**config.mk**
```make
export PLATFORM = sky130hd
export DESIGN_NAME = btn_pulse_gen
export DESIGN_NICKNAME = d
export VERILOG_FILES = /design/src/rtl/btn_pulse_pkg.sv /design/src/rtl/btn_prio_enc.sv /design/src/rtl/pw_counter.sv /design/src/rtl/pw_ctrl.sv /design/src/rtl/btn_pulse_gen.sv
export SDC_FILE = /design/constraint.sdc
export NUM_CORES = 1
export LEC_CHECK = 0
export BUFFER_PORTS_ARGS = -buffer_cell sky130_fd_sc_hd__buf_2
export CORE_AREA = 5 5 47 49
export DETAILED_ROUTE_END_ITERATION = 7
export DIE_AREA = 0 0 52 54
export PLACE_DENSITY = 0.39
export SLEW_MARGIN = 15
export SYNTH_ARGS = -nofsm -noshare
export SYNTH_HDL_FRONTEND = slang
export SYNTH_HIERARCHICAL = 1
export SYNTH_SLANG_ARGS = --single-unit
```
**constraint.sdc**
```tcl
create_clock -name clk -period 1.7 [get_ports clk]
set_input_delay 0.085 -clock clk [delete_from_list [all_inputs] [get_ports clk]]
set_output_delay 0.085 -clock clk [all_outputs]
set_load 0.02 [all_outputs]
```
**src/rtl/btn_pulse_pkg.sv**
```systemverilog
// Package btn_pulse_pkg
// Purpose : shared state encoding for the button pulse generator.
// Assumes : nothing beyond a two-bit state register.
package btn_pulse_pkg;

    typedef enum logic [1:0] {
        ST_IDLE  = 2'd0,
        ST_HOLD  = 2'd1,
        ST_PULSE = 2'd2,
        ST_LOCK  = 2'd3
    } bp_state_e;

endpackage

```
**src/rtl/btn_prio_enc.sv**
```systemverilog
// Module  : btn_prio_enc
// Purpose : reports whether any button is down and the index of the
//           highest-numbered button that is down.
// Assumes : button levels are clean and synchronous to the consumer.
module btn_prio_enc #(
    parameter int N_BTN = 4,
    parameter int IDX_W = 2
) (
    input  logic [N_BTN-1:0] btn_i,
    output logic             any_o,
    output logic [IDX_W-1:0] idx_o
);

    // Scan from the lowest bit upward so the highest set bit wins.
    always_comb begin
        idx_o = '0;
        for (int k = 0; k < N_BTN; k++) begin
            if (btn_i[k]) idx_o = IDX_W'(k);
        end
    end

    // Any-pressed flag.
    always_comb any_o = |btn_i;

endmodule

```
**src/rtl/pw_counter.sv**
```systemverilog
// Module  : pw_counter
// Purpose : down-counter for the remaining pulse cycles; flags the last one.
// Assumes : load and enable are never needed in the same cycle with
//           conflicting intent; load takes priority.
module pw_counter #(
    parameter int CNT_W = 2
) (
    input  logic             clk,
    input  logic             rst_n,
    input  logic             load_i,
    input  logic [CNT_W-1:0] load_val_i,
    input  logic             en_i,
    output logic             last_o
);

    logic [CNT_W-1:0] cnt_q;

    // Load the width, then count down while enabled, stopping at zero.
    always_ff @(posedge clk) begin
        if (!rst_n)                    cnt_q <= '0;
        else if (load_i)               cnt_q <= load_val_i;
        else if (en_i && cnt_q != '0)  cnt_q <= cnt_q - 1'b1;
    end

    // Last pulse cycle when the count has reached zero.
    always_comb last_o = (cnt_q == '0);

endmodule

```
**src/rtl/pw_ctrl.sv**
```systemverilog
// Module  : pw_ctrl
// Purpose : hold / pulse / lock-out state machine. It tracks the widest
//           button seen during a hold and drives Moore outputs.
// Assumes : the any/idx inputs come straight from the button encoder;
//           cnt_last_i comes from a counter loaded through cnt_load_o.
module pw_ctrl
    import btn_pulse_pkg::*;
#(
    parameter int IDX_W = 2
) (
    input  logic             clk,
    input  logic             rst_n,
    input  logic             any_i,
    input  logic [IDX_W-1:0] idx_i,
    input  logic             cnt_last_i,
    output logic             cnt_load_o,
    output logic             cnt_en_o,
    output logic [IDX_W-1:0] width_o,
    output logic             light_o,
    output logic             pulse_o
);

    bp_state_e        state_q, state_d;
    logic [IDX_W-1:0] width_q;

    // Next-state decision.
    always_comb begin
        state_d = state_q;
        unique case (state_q)
            ST_IDLE:  if (any_i)      state_d = ST_HOLD;
            ST_HOLD:  if (!any_i)     state_d = ST_PULSE;
            ST_PULSE: if (cnt_last_i) state_d = any_i ? ST_LOCK : ST_IDLE;
            ST_LOCK:  if (!any_i)     state_d = ST_IDLE;
            default:                  state_d = ST_IDLE;
        endcase
    end

    // State register with synchronous active-low reset.
    always_ff @(posedge clk) begin
        if (!rst_n) state_q <= ST_IDLE;
        else        state_q <= state_d;
    end

    // Width register: take the first press, then keep the widest one seen.
    always_ff @(posedge clk) begin
        if (!rst_n)
            width_q <= '0;
        else if (state_q == ST_IDLE && any_i)
            width_q <= idx_i;
        else if (state_q == ST_HOLD && any_i && idx_i > width_q)
            width_q <= idx_i;
    end

    // Counter control and Moore output decode.
    always_comb begin
        cnt_load_o = (state_q == ST_HOLD) && !any_i;
        cnt_en_o   = (state_q == ST_PULSE);
        width_o    = width_q;
        light_o    = (state_q == ST_HOLD);
        pulse_o    = (state_q == ST_PULSE);
    end

    assert_light_pulse_excl_R8: assert property (@(posedge clk) disable iff (!rst_n)
        !(light_o && pulse_o));

    assert_light_needs_press_R2: assert property (@(posedge clk) disable iff (!rst_n)
        $rose(light_o) |-> $past(any_i));

    assert_pulse_after_release_R3: assert property (@(posedge clk) disable iff (!rst_n)
        $rose(pulse_o) |-> $past(light_o && !any_i));

    assert_lock_waits_release_R7: assert property (@(posedge clk) disable iff (!rst_n)
        (state_q == ST_LOCK && any_i) |=> !light_o && !pulse_o);

endmodule

```
**src/rtl/btn_pulse_gen.sv**
```systemverilog
// Module  : btn_pulse_gen
// Purpose : top level. Button bank in; light while held; pulse of
//           1..N_BTN cycles after release.
// Assumes : buttons are debounced and synchronous to clk.
module btn_pulse_gen #(
    parameter int N_BTN = 4
) (
    input  logic             clk,
    input  logic             rst_n,
    input  logic [N_BTN-1:0] btn_i,
    output logic             light_o,
    output logic             pulse_o
);

    localparam int IDX_W = (N_BTN > 1) ? $clog2(N_BTN) : 1;
    localparam int RUN_W = $clog2(N_BTN + 1) + 1;

    logic             any_w;
    logic [IDX_W-1:0] idx_w;
    logic [IDX_W-1:0] width_w;
    logic             cnt_load_w;
    logic             cnt_en_w;
    logic             cnt_last_w;

    btn_prio_enc #(.N_BTN(N_BTN), .IDX_W(IDX_W)) u_enc (
        .btn_i (btn_i),
        .any_o (any_w),
        .idx_o (idx_w)
    );

    pw_ctrl #(.IDX_W(IDX_W)) u_ctrl (
        .clk        (clk),
        .rst_n      (rst_n),
        .any_i      (any_w),
        .idx_i      (idx_w),
        .cnt_last_i (cnt_last_w),
        .cnt_load_o (cnt_load_w),
        .cnt_en_o   (cnt_en_w),
        .width_o    (width_w),
        .light_o    (light_o),
        .pulse_o    (pulse_o)
    );

    pw_counter #(.CNT_W(IDX_W)) u_cnt (
        .clk        (clk),
        .rst_n      (rst_n),
        .load_i     (cnt_load_w),
        .load_val_i (width_w),
        .en_i       (cnt_en_w),
        .last_o     (cnt_last_w)
    );

    // Pulse run length tracker used only by the length assertions below.
    logic [RUN_W-1:0] run_q;
    always_ff @(posedge clk) begin
        if (!rst_n)       run_q <= '0;
        else if (pulse_o) run_q <= run_q + 1'b1;
        else              run_q <= '0;
    end

    assert_pulse_len_R4: assert property (@(posedge clk) disable iff (!rst_n)
        $fell(pulse_o) |-> (32'(run_q) == 32'(width_w) + 1));

    assert_pulse_bounded_R6: assert property (@(posedge clk) disable iff (!rst_n)
        32'(run_q) <= N_BTN);

endmodule

```
======== After elaboration in Yosys (flattened, before gate mapping) ========
Cells that the tools add are included.
W data, S select, Z words.
word-level totals
  output and inout bits ................... 2
  input port bits ......................... 6
  word-level logic and storage cells ...... 38
  register bits ........................... 6
operators by class
  $lt $le $gt $ge ......................... 1
  multiplexer cells ....................... 13
  reduce and logical (&&, ||, !) cells .... 13
  eq/ne operators ......................... 7
  add/sub/neg operators ................... 1
operator list
  cell                   number
  $mux W2                11
  $pmux W2 S4            1
  $ne A2 B2 Y1 const B   3
  $reduce_bool A2 Y1     3
  $logic_and A1 B1 Y1    5
  $eq A2 B2 Y1 const B   2
  $logic_not A2 Y1       2
  $reduce_and A4 Y1      1
  $reduce_or A4 Y1       1
  $eq A2 B1 Y1 const B   1
  $gt A2 B2 Y1           1
  $ne A2 B1 Y1 const B   1
  $sub A2 B1 Y2 const B  1
  $logic_not A1 Y1       1
  $mux W1                1

======== Depth between registers and ports, before layout ========
  depth in word-level cells ............... 7
  gate-level depth with buffers ........... 7
  depth with buffers taken out ............ 7

======== By module ========
The synthesis kept the hierarchy.
by module, submodules not included
  module        instances  area each (sq um)  cells an instance  sequential area each (sq um)
  pw_ctrl       1          261.5              29                 80.1
  pw_counter    1          122.6              14                 40.0
  btn_prio_enc  1          23.8               4                  0.0

======== Worst setup path before layout ========
No wires, ideal clock.
  kind .................................... input to register
  start point ............................. input port btn_i[3]
  end point ............................... register u_cnt.cnt_q[0]
  stages .................................. 6
  data arrival time ....................... 1302 ps
  slack ................................... 278 ps
  required time ........................... 1581 ps
  path buffers ............................ 0
  setup time .............................. 119 ps
  cell sequence ........................... or2_1 > or3_1 > nor3b_1 > inv_1 > o21ai_0 > a21oi_1
between the ends
  cells in the longest elaborated chain, start to end .. 4
  elaborated cells between the ends (all ways) .. 5
  classes of those cells .................. mux: 1; reduce/logical: 4
RTL lines
  element                                        RTL line             source
  from (decl)                                    btn_pulse_gen.sv:10  input logic [N_BTN-1:0] btn_i,
  $reduce_or A4 Y1 *                             btn_prio_enc.sv:23   always_comb any_o = |btn_i;
  via any_w                                      btn_pulse_gen.sv:18  logic any_w;
  $logic_not A1 Y1 *                             n/a
  $logic_and A1 B1 Y1 *                          pw_ctrl.sv:56        cnt_load_o = (state_q == ST_HOLD) && !any_i;
  via cnt_load_w                                 btn_pulse_gen.sv:21  logic cnt_load_w;
  $mux W2 or $reduce_bool A2 Y1 (tied branches)  n/a
  to (signal assigned)                           pw_counter.sv:21     else if (load_i) cnt_q <= load_val_i;
  to (signal assigned)                           pw_counter.sv:22     else if (en_i && cnt_q != '0) cnt_q <= cnt_q - 1'b1;
  to (decl)                                      pw_counter.sv:16     logic [CNT_W-1:0] cnt_q;
Mark *: on every way through the listed nets, which the timed path passes. The rest lies on a longest branch.
A chain may end at the register's enable or synchronous reset.

======== Worst setup path after layout ========
  start point ............................. register u_ctrl.width_q[1], in the netlist u_ctrl/width_o[1]
  end point ............................... register u_ctrl.width_q[0], in the netlist u_ctrl/width_o[0]
between the ends
  cells in the longest elaborated chain, start to end .. 3
RTL lines
  element                       RTL line       source
  from (decl)                   pw_ctrl.sv:24  logic [IDX_W-1:0] width_q;
  from (signal assigned)        pw_ctrl.sv:49  width_q <= idx_i;
  from (signal assigned)        pw_ctrl.sv:51  width_q <= idx_i;
  $gt A2 B2 Y1                  pw_ctrl.sv:50  else if (state_q == ST_HOLD && any_i && idx_i > width_q)
  $logic_and A1 B1 Y1           pw_ctrl.sv:50
  $reduce_bool A2 Y1 (no line)  n/a
Every way passes these cells.

==> parameters.txt <==
Parameter                              Value

Status
  Result of the run    finished, final reports clean

Route
  Violation count after the first detailed-routing iteration    2
  Total length of routed wires    743 µm
  Number of iterations in the first detailed-routing pass    4
  Count of nets left with antenna violations after detail routing    0
  Routed wire length per instance    8.74 µm
  Vias post-DR    327
  Drt drc    0
  Routed vias/inst    3.85

Clock tree
  Number of buffers on the longest clock path    2
  CTS Hold Bufs    0
  Number of sinks driven by the clock tree    6
  # Post-CTS Setup Buffers    0
  Clock transition at the registers of the reported paths    50 ps
  Clock buffers created by TritonCTS    3
  TritonCTS clock tree    built
  Later-pin clock latency in the skew report    240 ps
  Number of resized instances in the post-cts repair step    0
  Library cell used as clock root buffer    sky130_fd_sc_hd__clkbuf_4
  Maximum level of the CTS H-tree    1

Die
  Chip width    52 µm
  Io pins    8
  Vertical die dimension    54 µm
  Floorplan Core Area    1820 µm²
  Total die area    2810 µm²
  Standard-cell rows    16
  Initial core utilization    22.4%

Global routing
  Pin count of the biggest net entering global routing    9
  Antenna violations before repair    0
  Global Route Usage Sum    6.79%
  First-pass GRT wire length    1.37 mm
  Overflow left after global routing    0
  Vias in the first global route    343

Finish
  Layout Area Growth over Synthesis    24.2%
  Fraction of layout instances using a drive strength above 1    27.6%
  Layout Nets    69
  Number of diodes    0
  Register Area    120 µm²
  Layout filler cell count    196
  Cell Count, Final, Fillers Out    85
  Post-Route Utilization    27.8%
  Multi-input combinational cell area    254 µm²

Setup path
  Number of cells traversed by the worst register-to-register path    5
  Worst Setup Start Kind    register
  Required time at the worst-slack endpoint    1860 ps
  Maximum fanout count along the critical path    3
  Kind of capture point of the worst setup path    register
  Arrival time worst endpoint    1560 ps
  Cell Chain, Critical Path    inv_1 > ha_1 > and3_1 > a211oi_4 > mux2i_1
  Slowest CP cell    sky130_fd_sc_hd__dfxtp_1
  Largest stage delay on the critical path    350 ps
  Setup CP Type    reg2reg

Yosys
  Post-synthesis average cell area    8.68 µm²
  Most area-hungry cell type in the Yosys netlist    sky130_fd_sc_hd__dfxtp_1
  Cell variety after synth    24
  Largest cells by area after synthesis    sky130_fd_sc_hd__dfxtp_1 (29%), sky130_fd_sc_hd__ha_1 (9.2%), sky130_fd_sc_hd__inv_1 (6.4%)
  Fraction of synthesized cell area taken by the top area cell type    29.4%
  Cell Area, Synth    408 µm²
  Register bit count reported by yosys    6
  Post-synthesis cell count    47
  Post-synth net total    56
  Synth Warn #    6
  Part of the Yosys area used for sequential elements    29.4%

Power
  Peak ir drop on the vdd network    271 µV
  Power Density    718 nW/µm²
  Leakage power of the design    0.232 nW

Timing
  Final Hold Viols    0
  Max Clk Rate    717 MHz
  Ratio of final minimum period to clock period    82.0%
  Setup repair after global routing missed its margin    false
  Finish-stage setup viols    0
  Max Slew Vio Count    0
  Sum of negative setup slack    0 ps
  Clock skew    2.59 ps
  Least-Margin Pin Slew    240 ps
  Tmin final    1390 ps
  Smallest setup slack after layout    306 ps
  Worst-case hold slack    145 ps
  Slew Limit Headroom    84.0%

Hold path
  Type of the most critical hold path    in2reg
  Number of stages on the worst hold path    3

Placement
  RePlAce Congestion    0.626
  Post-DP HPWL    638 µm
  Number of input and output port buffers inserted    7
  Worst Setup Slack post-DPL    191 ps
  Cell count after placement    82

Run
  Maximum capacitance violations    0
==> cell usage in the layout, fill, tap and decap left out, drive strengths merged <==
cell type,synthesis,routed
buf,1,9
inv,7,7
nand2,6,6
dfxtp,6,6
nor2b,5,5
clkbuf,0,3
a21oi,3,3
ha,3,3
mux2i,2,2
nand2b,2,2
xnor2,1,1
o21ai,1,1
nand3b,1,1
o211ai,1,1
a21boi,1,1
nor3b,1,1
and3,1,1
a211oi,1,1
o21bai,1,1
a21o,1,1
or2,1,1
or3,1,1
==> flip-flops by register name (all words and copies together), names as in the netlist <==
register        flops
u_ctrl/width_o      2
u_ctrl/state_q      2
u_cnt/cnt_q         2
==> per-layer routing <==
layer / GRT usage [%] / up-vias / share of wire, %
met2: 12.1 / 6 / 50
met5: 0 / - / 0
met4: 1.31 / 0 / 0
li1: - / 178 / -
met3: 4.16 / 0 / 4.3
met1: 6.74 / 143 / 45
==> worst max-delay path, delay by kind of cell (launching register included) <==
family,cells,cell delay [ps]
flops,1,350
fa+ha+maj,1,280
buf+inv,1,50
compound gates,1,210
mux,1,220
simple gates,1,210
==> layout make-up <==
cell class                      count  share of cell area, %
Multi-Input combinational cell     33                   50.1
Sequential cell                     6                   23.7
Timing Repair Buffer                9                   9.88
Tap cell                           27                   6.67
Inverter                            7                   5.19
Clock buffer                        3                   4.44
==> final timing paths <==
kind | startpoint | to | slack (ps)
max | u_ctrl/width_o[1]$_SDFFE_PN0P_ | u_ctrl/width_o[0]$_SDFFE_PN0P_ | 310
min | rst_n | u_ctrl/state_q[0]$_SDFFE_PN0P_ | 140
max reg2reg | u_ctrl/width_o[1]$_SDFFE_PN0P_ | u_ctrl/width_o[0]$_SDFFE_PN0P_ | 310
min reg2reg | u_ctrl/width_o[1]$_SDFFE_PN0P_ | u_ctrl/width_o[1]$_SDFFE_PN0P_ | 480
==> power by group <==
group	switching [W]	internal, W
Combinational	0.0000374	0.0000387
Clock	0.0000473	0.0000796
Sequential	0.00000906	0.000152
Total	0.0000937	0.000270
==> logic make-up after synthesis <==
| family | Yosys count | share of synthesized area (%) |
|---|---|---|
| simple gates | 18 | 28.8 |
| compound gates | 9 | 17.2 |
| buf+inv | 8 | 8.28 |
| flops | 6 | 29.4 |
| fa+ha+maj | 3 | 9.20 |
| mux | 2 | 4.91 |
| xor+xnor | 1 | 2.15 |
==> synthesized netlist by cell type <==
cell type	count
sky130_fd_sc_hd__o21ai_0	1
sky130_fd_sc_hd__or2_1	1
sky130_fd_sc_hd__buf_4	1
sky130_fd_sc_hd__a21o_1	1
sky130_fd_sc_hd__o211ai_1	1
sky130_fd_sc_hd__nand2b_1	1
sky130_fd_sc_hd__nor2b_4	1
sky130_fd_sc_hd__a21oi_1	3
sky130_fd_sc_hd__ha_1	3
sky130_fd_sc_hd__nand2b_4	1
sky130_fd_sc_hd__nor2b_2	1
sky130_fd_sc_hd__nor2b_1	3
sky130_fd_sc_hd__a21boi_1	1
sky130_fd_sc_hd__mux2i_1	2
sky130_fd_sc_hd__a211oi_4	1
sky130_fd_sc_hd__nor3b_1	1
sky130_fd_sc_hd__nand2_1	6
sky130_fd_sc_hd__nand3b_1	1
sky130_fd_sc_hd__and3_1	1
sky130_fd_sc_hd__dfxtp_1	6
sky130_fd_sc_hd__inv_1	7
sky130_fd_sc_hd__xnor2_1	1
sky130_fd_sc_hd__or3_1	1
sky130_fd_sc_hd__o21bai_1	1
==> stage by stage <==
step / cell area (µm²) / total power [W]
after global placement: 484 / 0.000242
after detailed placement: 484 / 0.000240
after CTS: 507 / 0.000374
after global routing: 507 / 0.000395
final: 507 / 0.000364
after floorplan: 408 / 0.000219
No activity file was read; power rests on OpenSTA's default activity.
